**src/rtl/rqs_pkg.sv**
```systemverilog
package rqs_pkg;

  typedef enum logic [2:0] {
    ST_IDLE  = 3'd0,
    ST_QUIET = 3'd1,
    ST_POR   = 3'd2,
    ST_REL   = 3'd3,
    ST_BOOT  = 3'd4
  } rqs_state_e;

  // ceil(ns * MHz / 1000)
  function automatic int unsigned ns_to_cycles(input int unsigned ns,
                                               input int unsigned mhz);
    return (ns * mhz + 999) / 1000;
  endfunction

endpackage

```
**src/rtl/rqs_sync.sv**
```systemverilog
module rqs_sync #(
  parameter int STAGES = 2
) (
  input  logic clk,
  input  logic d_i,
  output logic q_o
);
  logic [STAGES-1:0] chain = '0;

  generate
    for (genvar i = 0; i < STAGES; i++) begin : g_stage
      if (i == 0) begin : g_first
        always_ff @(posedge clk) chain[0] <= d_i;
      end else begin : g_next
        always_ff @(posedge clk) chain[i] <= chain[i-1];
      end
    end
  endgenerate

  assign q_o = chain[STAGES-1];
endmodule

```
**src/rtl/rqs_width_timer.sv**
```systemverilog
module rqs_width_timer #(
  parameter int unsigned QUIET_CYC = 52,
  parameter int unsigned POR_CYC   = 51875
) (
  input  logic clk,
  input  logic rst_s_i,
  output logic quiet_hit_o,
  output logic por_hit_o
);
  localparam int CW = $clog2(POR_CYC + 1);
  localparam logic [CW-1:0] QUIET_LAST = CW'(QUIET_CYC - 1);
  localparam logic [CW-1:0] POR_LAST   = CW'(POR_CYC - 1);
  localparam logic [CW-1:0] SAT        = CW'(POR_CYC);

  logic [CW-1:0] cnt = '0;

  always_ff @(posedge clk) begin
    if (!rst_s_i)
      cnt <= '0;
    else if (cnt != SAT)
      cnt <= cnt + 1'b1;
  end

  // asserted on the sample that completes the threshold
  assign quiet_hit_o = rst_s_i && (cnt == QUIET_LAST);
  assign por_hit_o   = rst_s_i && (cnt == POR_LAST);
endmodule

```
**src/rtl/rqs_boot_timer.sv**
```systemverilog
module rqs_boot_timer #(
  parameter int unsigned LOAD_CYC = 40000
) (
  input  logic clk,
  input  logic run_i,
  output logic expired_o
);
  localparam int CW = $clog2(LOAD_CYC + 1);
  localparam logic [CW-1:0] LAST = CW'(LOAD_CYC - 1);

  logic [CW-1:0] cnt = '0;

  always_ff @(posedge clk) begin
    if (!run_i)
      cnt <= '0;
    else
      cnt <= cnt + 1'b1;
  end

  assign expired_o = run_i && (cnt == LAST);
endmodule

```
**src/rtl/rqs_cfg_store.sv**
```systemverilog
module rqs_cfg_store #(
  parameter int CFG_W = 8
) (
  input  logic             clk,
  input  logic             strap_en_i,
  input  logic [CFG_W-1:0] strap_i,
  input  logic             ovw_en_i,
  input  logic [CFG_W-1:0] ovw_i,
  output logic [CFG_W-1:0] cfg_o
);
  logic [CFG_W-1:0] cfg_q = '0;

  always_ff @(posedge clk) begin
    if (strap_en_i)
      cfg_q <= strap_i;
    else if (ovw_en_i)
      cfg_q <= ovw_i;
  end

  assign cfg_o = cfg_q;
endmodule

```
**src/rtl/rst_qual_seq.sv**
```systemverilog
module rst_qual_seq
  import rqs_pkg::*;
#(
  parameter int unsigned CLK_MHZ   = 125,
  parameter int unsigned QUIET_NS  = 415,
  parameter int unsigned POR_NS    = 415000,
  parameter int unsigned LOAD_NS   = 320000,
  parameter int          SYNC_STG  = 2,
  parameter int          CFG_W     = 8
) (
  input  logic             clk,
  input  logic             bus_rst_i,
  input  logic [CFG_W-1:0] cfg_pins_i,
  input  logic             ee_sel_i,
  input  logic [CFG_W-1:0] ee_cfg_i,
  input  logic             load_done_i,
  output logic             out_dis_o,
  output logic             pd_en_o,
  output logic             regload_o,
  output logic [CFG_W-1:0] cfg_o,
  output logic             load_start_o,
  output logic             busy_o
);
  localparam int unsigned QUIET_CYC = ns_to_cycles(QUIET_NS, CLK_MHZ);
  localparam int unsigned POR_CYC   = ns_to_cycles(POR_NS, CLK_MHZ);
  localparam int unsigned LOAD_CYC  = ns_to_cycles(LOAD_NS, CLK_MHZ);

  logic rst_s;
  logic quiet_hit, por_hit, boot_exp;
  logic take_done, strap_en, ovw_en;
  rqs_state_e st = ST_IDLE;
  rqs_state_e st_n;

  logic dis_q = 1'b0, pd_q = 1'b0, rl_q = 1'b0, start_q = 1'b0, busy_q = 1'b0;

  rqs_sync #(.STAGES(SYNC_STG)) u_sync (
    .clk (clk),
    .d_i (bus_rst_i),
    .q_o (rst_s)
  );

  rqs_width_timer #(.QUIET_CYC(QUIET_CYC), .POR_CYC(POR_CYC)) u_wtmr (
    .clk         (clk),
    .rst_s_i     (rst_s),
    .quiet_hit_o (quiet_hit),
    .por_hit_o   (por_hit)
  );

  rqs_boot_timer #(.LOAD_CYC(LOAD_CYC)) u_btmr (
    .clk       (clk),
    .run_i     (st == ST_BOOT),
    .expired_o (boot_exp)
  );

  assign take_done = (st == ST_BOOT) && !quiet_hit && load_done_i;
  assign strap_en  = (st == ST_POR) && !rst_s;
  assign ovw_en    = take_done && ee_sel_i;

  rqs_cfg_store #(.CFG_W(CFG_W)) u_cfg (
    .clk        (clk),
    .strap_en_i (strap_en),
    .strap_i    (cfg_pins_i),
    .ovw_en_i   (ovw_en),
    .ovw_i      (ee_cfg_i),
    .cfg_o      (cfg_o)
  );

  always_comb begin
    st_n = st;
    unique case (st)
      ST_IDLE:  if (quiet_hit) st_n = ST_QUIET;
      ST_QUIET: if (!rst_s) st_n = ST_IDLE;
                else if (por_hit) st_n = ST_POR;
      ST_POR:   if (!rst_s) st_n = ST_REL;
      ST_REL:   st_n = ST_BOOT;
      ST_BOOT:  if (quiet_hit) st_n = ST_QUIET;
                else if (take_done || boot_exp) st_n = ST_IDLE;
      default:  st_n = ST_IDLE;
    endcase
  end

  always_ff @(posedge clk) begin
    st      <= st_n;
    dis_q   <= (st_n == ST_QUIET) || (st_n == ST_POR);
    pd_q    <= (st_n == ST_QUIET) || (st_n == ST_POR) || (st_n == ST_REL);
    rl_q    <= (st_n == ST_POR) || (st_n == ST_REL);
    busy_q  <= (st_n == ST_REL) || (st_n == ST_BOOT);
    start_q <= (st == ST_REL) && (st_n == ST_BOOT);
  end

  assign out_dis_o    = dis_q;
  assign pd_en_o      = pd_q;
  assign regload_o    = rl_q;
  assign load_start_o = start_q;
  assign busy_o       = busy_q;
endmodule

```
**config.mk**
```make
export PLATFORM = sky130hd
export DESIGN_NAME = rst_qual_seq
export DESIGN_NICKNAME = d
export VERILOG_FILES = /design/src/rtl/rqs_pkg.sv /design/src/rtl/rqs_sync.sv /design/src/rtl/rqs_width_timer.sv /design/src/rtl/rqs_boot_timer.sv /design/src/rtl/rqs_cfg_store.sv /design/src/rtl/rst_qual_seq.sv
export SDC_FILE = /design/constraint.sdc
export NUM_CORES = 1
export LEC_CHECK = 0
export ABC_AREA = 1
export CAP_MARGIN = 20
export CORE_MARGIN = 2
export CORE_UTILIZATION = 30
export CTS_CLUSTER_SIZE = 20
export DETAILED_ROUTE_END_ITERATION = 10
export HOLD_SLACK_MARGIN = 0.08
export PLACE_DENSITY = 0.54
export SLEW_MARGIN = 10
export SYNTH_ARGS = -nofsm -noshare
export SYNTH_HDL_FRONTEND = slang
export SYNTH_HIERARCHICAL = 1
export SYNTH_SLANG_ARGS = --single-unit
export TNS_END_PERCENT = 50
```
**constraint.sdc**
```tcl
create_clock -name clk -period 2.6 [get_ports clk]
set_input_delay 0.39 -clock clk [delete_from_list [all_inputs] [get_ports clk]]
set_output_delay 0.39 -clock clk [all_outputs]
set_load 0.05 [all_outputs]
```
==> summary.md, run 1 <==
| Metric | Value |
|---|---|
| GP Congestion | ~0.86 |
| Root buffer cell | clkbuf_8 |
| RSZ-0062 raised after global routing | false |
| DRT antenna net count | 0 |
| Pwr/cell area | between 400 and 500 nW/um^2 |
| Setup violations, final | 0 |
| Lkg Pwr | between 1 and 1.5 nW |
| Main area contributors after synthesis | dfxtp_1 (33%), nand2_1 (15%), edfxtp_1 (9.5%) |
| Clock latency on the worst-skew pair | approximately 0.31 ns |
| Mapped Cells | 361 |
| Total global-route track usage | 0.117 |
| Hold Slack | around 0.34 ns |
| Row count | 33 |
| Synth unique cells | 29 |
| Worst vdd ir | 0.230 mV |
| YS warnings | 6 |
| M3 GR Usage | 0.0329 |
| Crit path max-delay family | simple AND/OR/NAND/NOR gates |
| GRT busiest layer | met2 |
| Register area share after synthesis | 0.428 |
| Worst Min Path Start | u_sync/chain[0] |
| FMAX | ~460 MHz |
| DRT Wirelength | about 5 mm |
| Area of the multi-input gates | between 1000 and 1500 sq um |
| CP required | between 2 and 3 ns |
| DIE HEIGHT | between 90 and 100 microns |
| Met2 usage | 0.203 |
| Syn Nets | around 390 |
| CTS resizes | 0 |
| Hold Crit Class | reg -> reg |
| Asr flop ratio synth | 0 |
| Hold path depth | 0 |
| CTS tree | built |
| Die W | around 96 microns |
| WL/cell | 10.1 microns |
| Layout cells sized above 1 | 0.123 |
| Setup crit start kind | register |
| Yosys top cell area share | 0.333 |
| Period utilisation layout | 0.829 |
| RR Startpoint | u_wtmr/cnt[1] |
| Post-CTS Setup Inserts | 0 |
| Post-route cell area | between 3000 and 4000 sq um |
| Dpl cells | 497 |
| Final net count | 423 |
| Status | completed |
| EDFF count, synth | 8 |
| Critical Path, Cell by Cell | ha_1, nand2_1, nor4_1, nor2_1, nand2_1, nor2_1, or2_1 |
| Initial Util | 0.309 |
| DRT Pass-1 Iters | 4 |
| Pins over their slew limit | 0 |
| Max Cap Viol | 0 |
| WHS Endpoint | u_sync/q_o |
| Num CTS Buffers | 5 |
| Final hold vios | 0 |
| Register area | between 1000 and 1500 sq um |
| Dominant synthesized flop cell | dfxtp_1 |
| Crit Path Max Fanout | 8 |
| Post-Syn Area | 2520 sq um |
| Yosys top cell by area | dfxtp_1 |
| Crit path arrival time | ~2.2 ns |
| Via count | roughly 2.2k |
| Crit-path slowest cell | nor4_1 |
| Max transition margin | 0.616 |
| Boundary pin count | 33 |
| Residual DRC count | 0 |
| CTS Buffer Depth | 2 |
| R2r setup slk | roughly 0.45 ns |
| Fin worst setup slack | 0.446 ns |
| Crit Path Category | reg -> reg |
| Via-per-instance ratio | ~4.3 |
| Initial DRC Count | 50 |
| Cell Area, Placed | about 3000 sq um |
| Pre-CTS setup slack | about 0.45 ns |
| CP bufs+invs | 0 |
| Setup TNS | 0 ns |
| Reg-to-reg endpoint | u_cfg/cfg_o[1] |
| Detail Placement HPWL | roughly 3.9 mm |
| Final Critical Period | approximately 2.2 ns |
| Inserted Diodes | 0 |
| FILL cells | ~870 |
| Die ar. | just over 9000 sq um |
| Port Buf Inserts | 32 |
| P&R area growth vs syn | 21.7% |
| Non-Filler Instances | around 510 |
| Clock Skew | about 0.023 ns |
| Synthesis-stage register bit count | 50 |
| H-tree depth reported by CTS | 2 |
| Initial antenna violation count | 0 |
| Mapped Avg Cell Area | between 6 and 7 sq um |
| Routing usage on met1 | 0.138 |
| Crit. End Element | register |
| Count leader, synth | nand2_1 |
| Placeable Area | approximately 8200 sq um |
| Largest net degree at the start of global routing | 20 |
| # hold bufs at CTS | 0 |
| Clock slew at reported path FFs | about 0.1 ns |
| Vias in the first global route | a little over 2k |
| Max stage delay on crit path | roughly 0.55 ns |
| Clk sinks | 50 |
| Total grt overflow | 0 |
| R2r worst-path depth | 7 |
| Global-route wire length before repair | 8.53 mm |
| Least-Margin Pin Slew | 0.571 ns |
| Synth top cells by count | nand2_1 (101), nor2_1 (57), inv_1 (43) |
## per-stage QoR
step / utilization / power (mW)
after global routing: 0.376 / 1.48
final: 0.376 / 1.41
after floorplan: - / 0.839
after global placement: 0.362 / 0.873
after detailed placement: 0.362 / 0.873
after CTS: 0.376 / 1.43
## layout by cell type (no fill, tap or decap)
cell	n
a21oi_1	13
and2_1	2
buf_4	2
bufinv_16	1
clkbuf_8	5
clkdlybuf4s50_1	32
clkinv_1	1
dfxtp_1	42
edfxtp_1	8
ha_1	4
inv_1	43
inv_2	7
inv_6	1
nand2_1	101
nand2_2	12
nand3_1	19
nand3_2	2
nand3b_2	1
nand4_1	6
nor2_1	57
nor2_2	14
nor2_4	2
nor3_1	5
nor4_1	2
o21a_1	1
o21ai_0	9
o21ai_1	1
o21ai_2	1
o21bai_1	1
o21bai_2	1
or2_1	1
xor2_1	3
## metal layers
| metal | wire length [microns] | vias to the layer above |
|---|---|---|
| met5 | 0 | - |
| met4 | 76 | 0 |
| met3 | 273 | 9 |
| met2 | 2240 | 37 |
| met1 | 2510 | 952 |
| li1 | - | 1198 |
## cell type report
class                      count  area share
multi-input combinational    258       0.399
timing repair buffer          34       0.109
sequential                    50       0.352
clock inverter                 3      0.0138
inverter                      50      0.0611
clock buffer                   5      0.0224
tap                          105      0.0428
## power by group
group	leakage (nW)	switching (mW)	internal, mW
logic	0.764	0.0218	0.0359
clock network	0.0562	0.269	0.287
registers	0.411	0.00655	0.790
total	1.23	0.298	1.11
## worst register-to-register path, stage by stage, from the launching register on
cell and delay, ns:
dfxtp_1 0.42, ha_1 0.22, nand2_1 0.09, nor4_1 0.55, nor2_1 0.14, nand2_1 0.10
nor2_1 0.04, or2_1 0.32
## state kept, by name, indices dropped and copies added, names as in the netlist
register      count
u_sync/q_o        1
regload_o         1
pd_en_o           1
u_cfg/cfg_o       8
u_btmr/cnt       16
busy_o            1
u_wtmr/cnt       16
load_start_o      1
u_sync/chain      1
st                3
out_dis_o         1
## cells by family (layout without fill, tap and decap cells)
kind of cell	count (synthesis)	in the layout	share of synthesized area
XOR/XNOR	3	3	0.0104
AO/OA/AOI/OAI	27	27	0.0595
adder cells (fa/ha/maj)	4	4	0.0198
buffers and inverters	53	92	0.0863
AND/OR/NAND/NOR	224	224	0.396
flip-flops	50	50	0.428
## worst max-delay path by stage
| stage | slack (ns) | depth (start not counted) | to | from |
|---|---|---|---|---|
| 2_1_floorplan | 0.73 | 7 | u_cfg/cfg_o[0] | u_wtmr/cnt[0] |
| 3_3_place_gp | 0.48 | 7 | u_cfg/cfg_o[7] | u_wtmr/cnt[0] |
| 3_5_place_dp | 0.45 | 7 | u_cfg/cfg_o[1] | u_wtmr/cnt[0] |
| 4_1_cts | 0.44 | 7 | u_cfg/cfg_o[6] | u_wtmr/cnt[1] |
| 5_1_grt | 0.31 | 7 | u_cfg/cfg_o[1] | u_wtmr/cnt[1] |
| 6_report | 0.45 | 7 | u_cfg/cfg_o[1] | u_wtmr/cnt[1] |
Note: power is estimated with default switching activity, not from simulation.
==> run 2: changes to the inputs <==
PLACE_DENSITY = 0.55   (was 0.54)
clock period = 1.9 ns   (was 2.6 ns; I/O delays follow)
==> run 2 against run 1 <==
  * Wire length up 3.5%
  * Largest power group unchanged
  * Sequential cell count unchanged
  * Final cell count up 1.4%
  * Sequential share of layout area down 0.47 points
  * Fmax up 23%
  * Critical endpoint is now u_cfg/cfg_o[4]
==> summary.md, run 2 (same netlist as run 1, synthesis figures left out) <==
| Metric | Value |
|---|---|
| Vias in the first global route | 2119 |
| Final net count | 430 |
| Crit Path Max Fanout | 8 |
| Setup crit start kind | register |
| Die ar. | 9160 sq um |
| Placeable Area | approximately 8200 sq um |
| Non-Filler Instances | 512 |
| Layout cells sized above 1 | 0.143 |
| Root buffer cell | clkbuf_8 |
| DIE HEIGHT | about 96 microns |
| Critical Path, Cell by Cell | ha_1, nand2_1, nor4_1, buf_4, nor2_1, nand2_1, nor2_1, or2_4 |
| Commonest non-fill, non-tap cell in the layout | nand2_1 |
| CTS Buffer Depth | 2 |
| Total grt overflow | 0 |
| Inserted Diodes | 0 |
| Die W | 95.7 microns |
| Setup TNS | 0 ns |
| Pins over their slew limit | 0 |
| Pre-CTS setup slack | ~0.06 ns |
| Hold Crit Class | reg -> reg |
| # hold bufs at CTS | 0 |
| Period utilisation layout | 0.922 |
| Cell Area, Placed | ~3000 sq um |
| Lkg Pwr | between 1 and 1.5 nW |
| CTS resizes | 0 |
| Crit-path slowest cell | dfxtp_1 |
| FMAX | about 570 MHz |
| Status | completed |
| Setup violations, final | 0 |
| Most frequent cells in the layout | nand2_1 (101), nor2_1 (57), inv_1 (43), dfxtp_1 (42), clkdlybuf4s50_1 (32) |
| Initial Util | 0.309 |
| DRT antenna net count | 0 |
| Total global-route track usage | 0.122 |
| Max stage delay on crit path | approximately 0.34 ns |
| Residual DRC count | 0 |
| Initial DRC Count | 49 |
| Crit. End Element | register |
| Least-Margin Pin Slew | 0.509 ns |
| Worst vdd ir | approximately 0.25 mV |
| P&R area growth vs syn | 23.4% |
| Fin worst setup slack | between 0.1 and 0.15 ns |
| Clock slew at reported path FFs | 0.11 ns |
| Crit path arrival time | 1.83 ns |
| Largest net degree at the start of global routing | 19 |
| Clock Skew | between 0.015 and 0.02 ns |
| Port Buf Inserts | 32 |
| Row count | 33 |
| FILL cells | about 900 |
| Num CTS Buffers | 5 |
| Detail Placement HPWL | between 4 and 5 mm |
| WL/cell | 10.3 microns |
| Max transition margin | 0.660 |
| Dpl cells | 504 |
| Final hold vios | 0 |
| RSZ-0062 raised after global routing | false |
| Final Critical Period | 1.75 ns |
| Initial antenna violation count | 0 |
| GP Congestion | a little over 0.8 |
| Clk sinks | 50 |
| Pwr/cell area | 593 nW/um^2 |
| DRT Wirelength | 5.27 mm |
| Post-CTS Setup Inserts | 0 |
| Boundary pin count | 33 |
| Crit Path Category | reg -> reg |
| H-tree depth reported by CTS | 2 |
| Via count | between 2k and 2.5k |
| CTS tree | built |
| Global-route wire length before repair | around 9.1 mm |
| CP required | around 2 ns |
| Post-route cell area | 3110 sq um |
| DRT Pass-1 Iters | 4 |
| Max Cap Viol | 0 |
| Clock latency on the worst-skew pair | roughly 0.31 ns |
| Via-per-instance ratio | around 4.4 |
## run 2: changes by cell type in the layout (fill, tap and decap cells not counted)
cell,delta
clkinv_4,+2
inv_8,+1
buf_4,+7
clkinv_1,-1
or2_1,-1
inv_6,-1
bufinv_16,-1
or2_4,+1
## run 2: area by class of cell
class	count	area, sq um	share of cell area
flip-flops and latches	50	1080	0.347
clock buffers	5	68.8	0.0221
multi-input cells	258	1230	0.394
well taps	105	131	0.0422
clock inverters	3	28.8	0.00924
repair buffers	41	388	0.125
inverters	50	188	0.0603
## run 2: through the flow
stage          hold slack (ns)  total power, mW   util
2_1_floorplan            0.310             1.15      -
3_3_place_gp             0.310             1.20  0.369
3_5_place_dp             0.327             1.21  0.369
4_1_cts                  0.352             1.88  0.380
5_1_grt                  0.353             1.92  0.381
6_report                 0.345             1.85  0.381
## run 2: power breakdown
part	internal (mW)	switching, mW	leakage (nW)	total (mW)
clock	0.274	0.393	0.0502	0.666
combinational	0.0569	0.0388	0.801	0.0956
sequential	1.08	0.00430	0.411	1.09
total	1.41	0.436	1.26	1.85
## run 2: routing by layer
| metal | GRT usage | vias up | share of wire |
|---|---|---|---|
| met3 | 0.0251 | 2 | 0.053 |
| met5 | 0 | - | 0 |
| li1 | - | 1210 | - |
| met4 | 0.0262 | 0 | 0.0036 |
| met2 | 0.206 | 38 | 0.44 |
| met1 | 0.161 | 994 | 0.50 |
## run 2: final timing paths
path / startpoint / end / slack (ns) / cells after the start
setup / recovery: u_wtmr/cnt[0] / u_cfg/cfg_o[4] / 0.15 / 8
hold / removal: u_sync/chain[0] / u_sync/q_o / 0.35 / 0
setup reg to reg: u_wtmr/cnt[0] / u_cfg/cfg_o[4] / 0.15 / 8
hold reg to reg: u_sync/chain[0] / u_sync/q_o / 0.35 / 0
## run 2: critical path: cells and delay by family, from the launching register on
| family | cells | cell delay (ns) |
|---|---|---|
| flip-flops | 1 | 0.34 |
| AND/OR/NAND/NOR | 6 | 0.84 |
| buffers and inverters | 1 | 0.18 |
| adder cells (fa/ha/maj) | 1 | 0.17 |
==> run 3: changes to the inputs <==
GPL_TIMING_DRIVEN = 0   (was not set)
==> run 3 against run 2 <==
  * Clock power grew 15%
  * Non-clock buffer count shrank 4
  * Global-route usage shrank 0.17 points
  * Fmax grew 0.13%
  * Die area is the same
  * Sequential cell count is the same
  * Worst hold slack lost 0.013 ns
  * Combinational power shrank 16%
  * Via count shrank 1.6%
  * Total power grew 5.1%
  * Critical endpoint unchanged
==> summary.md, run 3 (same netlist as run 1, synthesis figures left out) <==
| Metric | Value |
|---|---|
| Met1 WL | ~2.5 mm |
| Row count | 33 |
| Clock latency on the worst-skew pair | approximately 0.31 ns |
| DIE HEIGHT | approximately 96 microns |
| Crit Path Category | reg -> reg |
| Hold Crit Class | reg -> reg |
| GP Congestion | a little over 0.8 |
| Setup violations, final | 0 |
| FMAX | 572 MHz |
| Crit Path Max Fanout | 8 |
| Most frequent cells in the layout | nand2_1 (100), nor2_1 (55), inv_1 (43), dfxtp_1 (37), clkdlybuf4s50_1 (32) |
| Worst vdd ir | ~0.26 mV |
| Crit. End Element | register |
| Port Buf Inserts | 32 |
| Layout cells sized above 1 | 0.159 |
| FILL cells | 853 |
| H-tree depth reported by CTS | 2 |
| Total global-route track usage | 0.120 |
| Max transition margin | 0.659 |
| Clock slew at reported path FFs | around 0.10 ns |
| Via-per-instance ratio | approximately 4.3 |
| Global-route wire length before repair | a little under 9 mm |
| Placeable Area | ~8200 sq um |
| Period utilisation layout | 0.921 |
| Pwr/cell area | about 620 nW/um^2 |
| Pre-CTS setup slack | -0.369 ns |
| CP required | between 1.5 and 2 ns |
| RR Startpoint | u_wtmr/cnt[5] |
| Initial DRC Count | 59 |
| Routed length on met2 | ~2.3 mm |
| Initial antenna violation count | 0 |
| P&R area growth vs syn | 24.6% |
| Worst Min Path Start | u_sync/chain[0] |
| Worst setup path start | u_wtmr/cnt[5] |
| Die ar. | 9160 sq um |
| Final net count | about 430 |
| Wire length on met3 | between 200 and 250 microns |
| DRT Pass-1 Iters | 4 |
| Initial Util | 0.309 |
| Residual DRC count | 0 |
| Vias in the first global route | between 2k and 2.5k |
| Pins over their slew limit | 0 |
| WL/cell | around 10 microns |
| RSZ-0062 raised after global routing | false |
| Status | completed |
| Largest net degree at the start of global routing | 17 |
| Max Cap Viol | 0 |
| Crit path arrival time | roughly 1.8 ns |
| Total grt overflow | 0 |
| Lkg Pwr | 1.26 nW |
| Clk sinks | 50 |
| Final Critical Period | 1.75 ns |
| DRT antenna net count | 0 |
| Fin worst setup slack | roughly 0.15 ns |
| Commonest non-fill, non-tap cell in the layout | nand2_1 |
| CTS Buffer Depth | 2 |
| Root buffer cell | clkbuf_8 |
| Total Power Consumption | roughly 1.9 mW |
| Detail Placement HPWL | roughly 3.8 mm |
| Least-Margin Pin Slew | just over 0.5 ns |
| Inserted Diodes | 0 |
| Die W | approximately 96 microns |
| DRT Wirelength | slightly above 5 mm |
| Num CTS Buffers | 5 |
| Clock Skew | around 0.013 ns |
| Final hold vios | 0 |
| Boundary pin count | 33 |
| Top Layer Used | met4 |
| CTS tree | built |
| Setup crit start kind | register |
| Via count | around 2.2k |
[run 3: cell count changes in the layout (fill, tap and decap cells not counted), moves of 2 or more]
cell	change
clkinv_4	-2
nor2_2	+2
dfxtp_2	+3
dfxtp_1	-5
nor2_1	-2
dfxtp_4	+2
nor4_1	-2
buf_4	-7
[run 3: final cells by class]
type                       instances  area [sq um]  area share
timing repair buffer              34           335       0.107
tap                              105           131      0.0418
sequential                        50          1090       0.347
clock inverter                     3          43.8      0.0139
inverter                          50           188      0.0597
buffer                             3          30.0     0.00955
clock buffer                       5          68.8      0.0219
multi-input combinational        258          1260       0.399
[run 3: timing repair]
item	CTS	global route
pin swaps	0	1
buffers inserted	0	2
gates resized for setup	6	8
hold buffers	0	0
endpoints found under the setup margin	9	9
[run 3: worst paths after layout]
kind	slack [ns]	end	depth (start not counted)
worst max-delay path	0.15	u_cfg/cfg_o[4]	8
worst min-delay path	0.33	u_sync/q_o	0
worst max register to register	0.15	u_cfg/cfg_o[4]	8
worst min register to register	0.33	u_sync/q_o	0
[run 3: worst max-delay path, stage by stage, from the launching register on]
cell and delay (ns):
dfxtp_4 0.39, nand2_2 0.09, inv_1 0.06, nand3_1 0.11, nor4_4 0.39, nor2_2 0.09, nand2_2 0.07, nor2_1 0.04
or2_4 0.27
[run 3: metrics by stage]
| step | TNS (ns) | hold WS, ns | std cells | cell area, sq um | utilization |
|---|---|---|---|---|---|
| after floorplan | 0 | 0.310 | 361 | 2520 | - |
| after CTS | 0 | 0.334 | 506 | 3110 | 0.380 |
| final | 0 | 0.332 | 508 | 3150 | 0.385 |
| after global routing | 0 | 0.336 | 508 | 3150 | 0.385 |
| after global placement | -3.05 | 0.311 | 498 | 2980 | 0.364 |
| after detailed placement | -3.00 | 0.315 | 498 | 2980 | 0.364 |
[run 3: per-layer routing]
layer | track usage | vias up
li1 | - | 1209
met1 | 0.156 | 959
met2 | 0.200 | 34
met3 | 0.0251 | 6
met4 | 0.0393 | 0
met5 | 0 | -
[run 3: where the power goes]
group          switching (mW)  leakage, nW  internal [mW]  total (mW)
Sequential             0.0123        0.414           1.08        1.09
Combinational          0.0298        0.784         0.0505      0.0803
Clock                   0.374       0.0585          0.395       0.769
Total                   0.416         1.26           1.52        1.94
